--- src/rtl/gpio_irq_pkg.sv ---
package gpio_irq_pkg;

    localparam int GPIO_PINS = 32;
    localparam int GPIO_HALF = GPIO_PINS / 2;
    localparam int TRIG_W    = 2;
    localparam int SEL_W     = 3;
    localparam int SYNC_LEN  = 2;

    typedef logic [GPIO_PINS-1:0] pinvec_t;

    typedef enum logic [SEL_W-1:0] {
        SEL_DATA    = 3'd0,
        SEL_DIR     = 3'd1,
        SEL_PADS    = 3'd2,
        SEL_TRIG_LO = 3'd3,
        SEL_TRIG_HI = 3'd4,
        SEL_MASK    = 3'd5,
        SEL_STAT    = 3'd6,
        SEL_BOTH    = 3'd7
    } reg_sel_t;

    typedef enum logic [TRIG_W-1:0] {
        TRIG_LEVEL_LO = 2'd0,
        TRIG_LEVEL_HI = 2'd1,
        TRIG_RISE     = 2'd2,
        TRIG_FALL     = 2'd3
    } trig_t;

    typedef struct packed {
        pinvec_t data;
        pinvec_t dir;
        pinvec_t trig_lo;
        pinvec_t trig_hi;
        pinvec_t mask;
        pinvec_t both;
    } ctl_regs_t;

    // Trigger field of one pin, taken from the word that holds its half.
    function automatic trig_t field_of(input pinvec_t lo, input pinvec_t hi, input int pin);
        int base;
        base = TRIG_W * (pin % GPIO_HALF);
        if (pin < GPIO_HALF)
            return trig_t'(lo[base +: TRIG_W]);
        else
            return trig_t'(hi[base +: TRIG_W]);
    endfunction

    // Whether a bus write lands on a given word.
    function automatic logic hits(input logic wen, input reg_sel_t sel, input reg_sel_t target);
        return wen && (sel == target);
    endfunction

endpackage

--- src/rtl/gpio_sync.sv ---
module gpio_sync
    import gpio_irq_pkg::*;
#(
    parameter int W      = GPIO_PINS,
    parameter int STAGES = SYNC_LEN
) (
    input  logic         clk,
    input  logic         rst,
    input  logic [W-1:0] din,
    output logic [W-1:0] cur,
    output logic [W-1:0] last
);
    localparam int CHAIN = STAGES + 1;

    logic [W-1:0] stg [CHAIN];

    genvar i;
    generate
        for (i = 0; i < CHAIN; i++) begin : g_stage
            if (i == 0) begin : g_head
                always_ff @(posedge clk) begin
                    if (rst) stg[i] <= '0;
                    else     stg[i] <= din;
                end
            end else begin : g_tail
                always_ff @(posedge clk) begin
                    if (rst) stg[i] <= '0;
                    else     stg[i] <= stg[i-1];
                end
            end
        end
    endgenerate

    assign cur  = stg[STAGES-1];
    assign last = stg[STAGES];

endmodule

--- src/rtl/gpio_pin_detect.sv ---
module gpio_pin_detect
    import gpio_irq_pkg::*;
(
    input  trig_t mode,
    input  logic  both,
    input  logic  cur,
    input  logic  last,
    output logic  hit
);
    always_comb begin
        if (both) begin
            hit = cur ^ last;
        end else begin
            unique case (mode)
                TRIG_LEVEL_LO: hit = ~cur;
                TRIG_LEVEL_HI: hit = cur;
                TRIG_RISE:     hit = cur & ~last;
                TRIG_FALL:     hit = ~cur & last;
                default:       hit = 1'b0;
            endcase
        end
    end
endmodule

--- src/rtl/gpio_regs.sv ---
module gpio_regs
    import gpio_irq_pkg::*;
(
    input  logic      clk,
    input  logic      rst,
    input  logic      wen,
    input  reg_sel_t  sel,
    input  pinvec_t   wdata,
    input  pinvec_t   pads,
    input  pinvec_t   det,
    output ctl_regs_t ctl,
    output pinvec_t   stat,
    output pinvec_t   rdata
);
    pinvec_t clr;
    pinvec_t stat_nx;

    always_comb begin
        clr     = hits(wen, sel, SEL_STAT) ? wdata : '0;
        stat_nx = (stat & ~clr) | det;
    end

    always_ff @(posedge clk) begin
        if (rst) begin
            ctl  <= '0;
            stat <= '0;
        end else begin
            stat <= stat_nx;
            if (hits(wen, sel, SEL_DATA))    ctl.data    <= wdata;
            if (hits(wen, sel, SEL_DIR))     ctl.dir     <= wdata;
            if (hits(wen, sel, SEL_TRIG_LO)) ctl.trig_lo <= wdata;
            if (hits(wen, sel, SEL_TRIG_HI)) ctl.trig_hi <= wdata;
            if (hits(wen, sel, SEL_MASK))    ctl.mask    <= wdata;
            if (hits(wen, sel, SEL_BOTH))    ctl.both    <= wdata;
        end
    end

    always_comb begin
        unique case (sel)
            SEL_DATA:    rdata = ctl.data;
            SEL_DIR:     rdata = ctl.dir;
            SEL_PADS:    rdata = pads;
            SEL_TRIG_LO: rdata = ctl.trig_lo;
            SEL_TRIG_HI: rdata = ctl.trig_hi;
            SEL_MASK:    rdata = ctl.mask;
            SEL_STAT:    rdata = stat;
            SEL_BOTH:    rdata = ctl.both;
            default:     rdata = '0;
        endcase
    end
endmodule

--- src/rtl/gpio_irq_port.sv ---
module gpio_irq_port
    import gpio_irq_pkg::*;
(
    input  logic                 clk,
    input  logic                 rst,
    input  logic [SEL_W-1:0]     bus_word,
    input  logic                 bus_wen,
    input  logic [GPIO_PINS-1:0] bus_wdata,
    output logic [GPIO_PINS-1:0] bus_rdata,
    input  logic [GPIO_PINS-1:0] pad_in,
    output logic [GPIO_PINS-1:0] pad_out,
    output logic [GPIO_PINS-1:0] pad_oe,
    output logic                 irq_lo,
    output logic                 irq_hi
);
    reg_sel_t  sel;
    ctl_regs_t ctl;
    pinvec_t   smp_cur;
    pinvec_t   smp_last;
    pinvec_t   det;
    pinvec_t   stat;
    pinvec_t   pend;

    assign sel = reg_sel_t'(bus_word);

    gpio_sync #(.W(GPIO_PINS), .STAGES(SYNC_LEN)) u_sync (
        .clk  (clk),
        .rst  (rst),
        .din  (pad_in),
        .cur  (smp_cur),
        .last (smp_last)
    );

    genvar p;
    generate
        for (p = 0; p < GPIO_PINS; p++) begin : g_pin
            gpio_pin_detect u_det (
                .mode (field_of(ctl.trig_lo, ctl.trig_hi, p)),
                .both (ctl.both[p]),
                .cur  (smp_cur[p]),
                .last (smp_last[p]),
                .hit  (det[p])
            );
        end
    endgenerate

    gpio_regs u_regs (
        .clk   (clk),
        .rst   (rst),
        .wen   (bus_wen),
        .sel   (sel),
        .wdata (bus_wdata),
        .pads  (smp_cur),
        .det   (det),
        .ctl   (ctl),
        .stat  (stat),
        .rdata (bus_rdata)
    );

    assign pend    = stat & ctl.mask;
    assign irq_lo  = |pend[GPIO_HALF-1:0];
    assign irq_hi  = |pend[GPIO_PINS-1:GPIO_HALF];
    assign pad_out = ctl.data;
    assign pad_oe  = ctl.dir;

endmodule

--- config.mk ---
export PLATFORM = sky130hd
export DESIGN_NAME = gpio_irq_port
export DESIGN_NICKNAME = d
export VERILOG_FILES = /design/src/rtl/gpio_irq_pkg.sv /design/src/rtl/gpio_sync.sv /design/src/rtl/gpio_pin_detect.sv /design/src/rtl/gpio_regs.sv /design/src/rtl/gpio_irq_port.sv
export SDC_FILE = /design/constraint.sdc
export NUM_CORES = 1
export LEC_CHECK = 0
export BUFFER_PORTS_ARGS = -buffer_cell sky130_fd_sc_hd__buf_2
export CAP_MARGIN = 20
export CORE_ASPECT_RATIO = 1.25
export CORE_MARGIN = 2
export CORE_UTILIZATION = 45
export CTS_CLUSTER_SIZE = 24
export DETAILED_ROUTE_END_ITERATION = 8
export PLACE_DENSITY_LB_ADDON = 0.3
export SETUP_SLACK_MARGIN = 0.4
export SYNTH_ARGS = -nofsm -noshare
export SYNTH_HDL_FRONTEND = slang
export SYNTH_SLANG_ARGS = --single-unit
--- constraint.sdc ---
create_clock -name clk -period 1.9 [get_ports clk]
set_clock_uncertainty 0.2 [all_clocks]
set_input_delay 0.19 -clock clk [delete_from_list [all_inputs] [get_ports clk]]
set_output_delay 0.19 -clock clk [all_outputs]
set_load 0.01 [all_outputs]
==> impl_metrics.json <==
{
  "htree_levels": 2,
  "ios": 168,
  "syn_area_per_cell_um2": 8.18,
  "finalHoldViolations": 0,
  "min_from": "rst",
  "cts_buffer_depth": 3,
  "first_global_vias": 14586,
  "cts_buffers": 35,
  "ys.flop_type": "dfxtp_1",
  "rrSetupSlack_ns": 0.39,
  "slowest_stage": "dfxtp_2",
  "multi_input_area_um2": 8140,
  "die_area_um2": 35300,
  "die_w_um": 169,
  "ys_types": 45,
  "final_nets": 2283,
  "min_path_cells": 3,
  "synth.area.top_cells": "dfxtp_1 42%, nand2_1 11%, a21oi_1 9.5%",
  "timing.rr.end": "u_regs.stat[21]",
  "maxSlewHeadroom": 0.230,
  "n_antenna_cell": 0,
  "worst_ep_arrival_time_ns": 1.83,
  "via_per_inst": 5.68,
  "power.density_nw_per_um2": 801,
  "maxCapViolations": 0,
  "rsz0062_at_grt": "yes",
  "core-area_um2": 33500,
  "drc": 0,
  "finalNonFillerCells": 2599,
  "rr_worst_depth": 7,
  "yosysSeqAreaShare": 0.421,
  "cp-startpoint": "u_regs.ctl[47]",
  "ff_latch_area_um2": 6760,
  "clockRootBuffer": "clkbuf_16",
  "setup_viol": 34,
  "holdPathEnd": "u_regs.ctl[16]",
  "cp-end-kind": "output pin",
  "cp_max_fo": 2,
  "final_common_cell": "nand2_1",
  "worst_slack_ns": -0.321,
  "fin_crit_ns": 2.22,
  "yosysWarnings": 0,
  "cp.required_ns": 1.51,
  "hold_class": "input port to flip-flop",
  "syn_inst": 1861,
  "status": "complete, but fails checks",
  "yosysTopAreaCell": "dfxtp_1",
  "grt_start_max_net_pins": 38,
  "leakage_nw": 8.19,
  "placed_cells": 2363,
  "synthArstFlopShare": 0,
  "synth_edf_count": 0,
  "drt_wl_total_um": 56100,
  "crit_type": "flip-flop to output pin",
  "cts_sinks": 320,
  "worst_path_largest_cell_delay_ns": 0.33,
  "syn_to_final_growth_pct": 34.4,
  "fmax_mhz": 450,
  "fill_cells": 2810,
  "wl_per_cell_um": 21.6,
  "dp_hpwl_um": 38100,
  "num_rows": 75,
  "die_y_um": 210,
  "layout_common_cells": "448 x nand2_1, 254 x a21oi_1, 160 x dfxtp_1",
  "syn_area_um2": 15200,
  "io_buffer_count": 167,
  "place_congestion": 0.944,
  "ant_nets": 0,
  "cpLargestDelayFamily": "compound AO/OA/AOI/OAI gates",
  "cts_tree": "built",
  "initial_utilization": 0.455,
  "crit_buf_inv": 2,
  "cp_cell_sequence": "a22o_1 -> a221oi_2 -> buf_4 -> nand4_1 -> buf_2",
  "antenna_found_initial": 0,
  "pre_cts_ws_ns": -0.186,
  "overflow": 0,
  "clk_pin_slew_ns": 0.06,
  "grt_use_total": 0.310,
  "synth_nets": 1995,
  "max_slew.worst_pin.slew_ns": 1.15,
  "ir_drop_mv": 0.728,
  "start_kind": "flip-flop",
  "synth_top_area_frac": 0.421,
  "insertion_delay_ns": 0.54,
  "synth.ff_latch_count": 320,
  "via_count": 14765,
  "r2r_start": "u_sync.stg[1][21]",
  "grt_pass1_wl_um": 83300,
  "drive_above_1_share": 0.323,
  "violations": "negative setup slack",
  "min_period_over_period": 1.17,
  "drt_pass1_iterations": 5,
  "slew_viol_final": 0,
  "drt-initial-drc-count": 1338
}
==> report_power, final <==
| part | switching [mW] | internal [mW] | total [mW] |
|---|---|---|---|
| Clock | 2.89 | 4.35 | 7.24 |
| Sequential | 0.256 | 6.89 | 7.15 |
| Combinational | 1.07 | 0.927 | 2.00 |
| Total | 4.22 | 12.2 | 16.4 |
==> final cells by class <==
type | count | area share
inverter | 69 | 0.0131
clock inverter | 15 | 0.0109
tap | 423 | 0.0259
clock buffer | 49 | 0.0483
multi-input combinational | 1293 | 0.398
timing repair buffer | 430 | 0.174
sequential | 320 | 0.330
==> worst min-delay path: cells and delay by family <==
kind	cells	cell delay, ns
buffers and inverters	2	0.36
AOI/OAI and AO/OA	1	0.12
==> flip-flops by register name, summed over array words and instances (netlist names) <==
signal / cells
u_regs.ctl: 192
u_regs.stat: 32
u_sync.stg: 96
==> Yosys cell counts, types with 4 or more instances <==
library cell  instances
inv_1                69
buf_2                46
buf_4                76
nand2_1             463
a311o_1               9
a211o_1              42
a211oi_1             21
o22ai_1               5
a21oi_1             290
a221oi_1             20
mux2_2                4
nand2b_1             23
o2bb2ai_1             9
mux2i_1              60
dfxtp_1             320
mux4_2               13
ha_1                 64
nor2b_1             105
a31oi_1               8
a22oi_1              10
a22o_1               12
nor2_1              103
o22a_1                5
clkbuf_1             49
==> timing repair <==
item | 4_1_cts | 5_1_grt
hold buffers | 106 | 0
gates resized for setup | 250 | 149
endpoints found under the hold margin | 273 | 0
setup buffers | 55 | 11
endpoints found under the setup margin | 68 | 214
pin swaps | 62 | 53
==> per-layer routing <==
layer,up-vias,track usage,routed length (um)
met5,-,0,0
met4,0,0.255,5240
met3,243,0.0475,3600
met2,712,0.523,26600
met1,7045,0.345,20600
li1,6765,-,-
==> how the worst max path moves through the flow <==
stage	cells after the start	slack [ns]	end
detailed placement	8	-0.19	bus_rdata[31]
global route	5	-0.36	irq_lo
global placement	7	-0.19	bus_rdata[31]
CTS	6	-0.33	bus_rdata[31]
floorplan	6	0.34	bus_rdata[6]
finish	5	-0.32	irq_lo
==> logic make-up after synthesis <==
group	after synthesis	share of synthesized area
AOI/OAI and AO/OA	436	0.175
DFF	320	0.421
xor gates and xnor gates	2	0.00115
and+or+nand+nor	714	0.201
muxes	77	0.0616
adders and majority gates	64	0.0526
buffers and inverters	248	0.0880
==> stage by stage <==
| step | total power, mW | TNS, ns | util | hold slack (ns) | instance area (um^2) |
|---|---|---|---|---|---|
| 2_1_floorplan | 8.21 | 0 | - | 0.118 | 15500 |
| 6_report | 16.4 | -4.33 | 0.611 | 0.00146 | 20500 |
| 4_1_cts | 16.4 | -4.79 | 0.594 | -0.0185 | 19900 |
| 3_3_place_gp | 8.89 | -0.288 | 0.497 | 0.198 | 16700 |
| 5_1_grt | 16.9 | -5.71 | 0.611 | 0.00349 | 20500 |
| 3_5_place_dp | 8.92 | -0.384 | 0.497 | 0.204 | 16700 |
(Power assumes the default switching activity.)
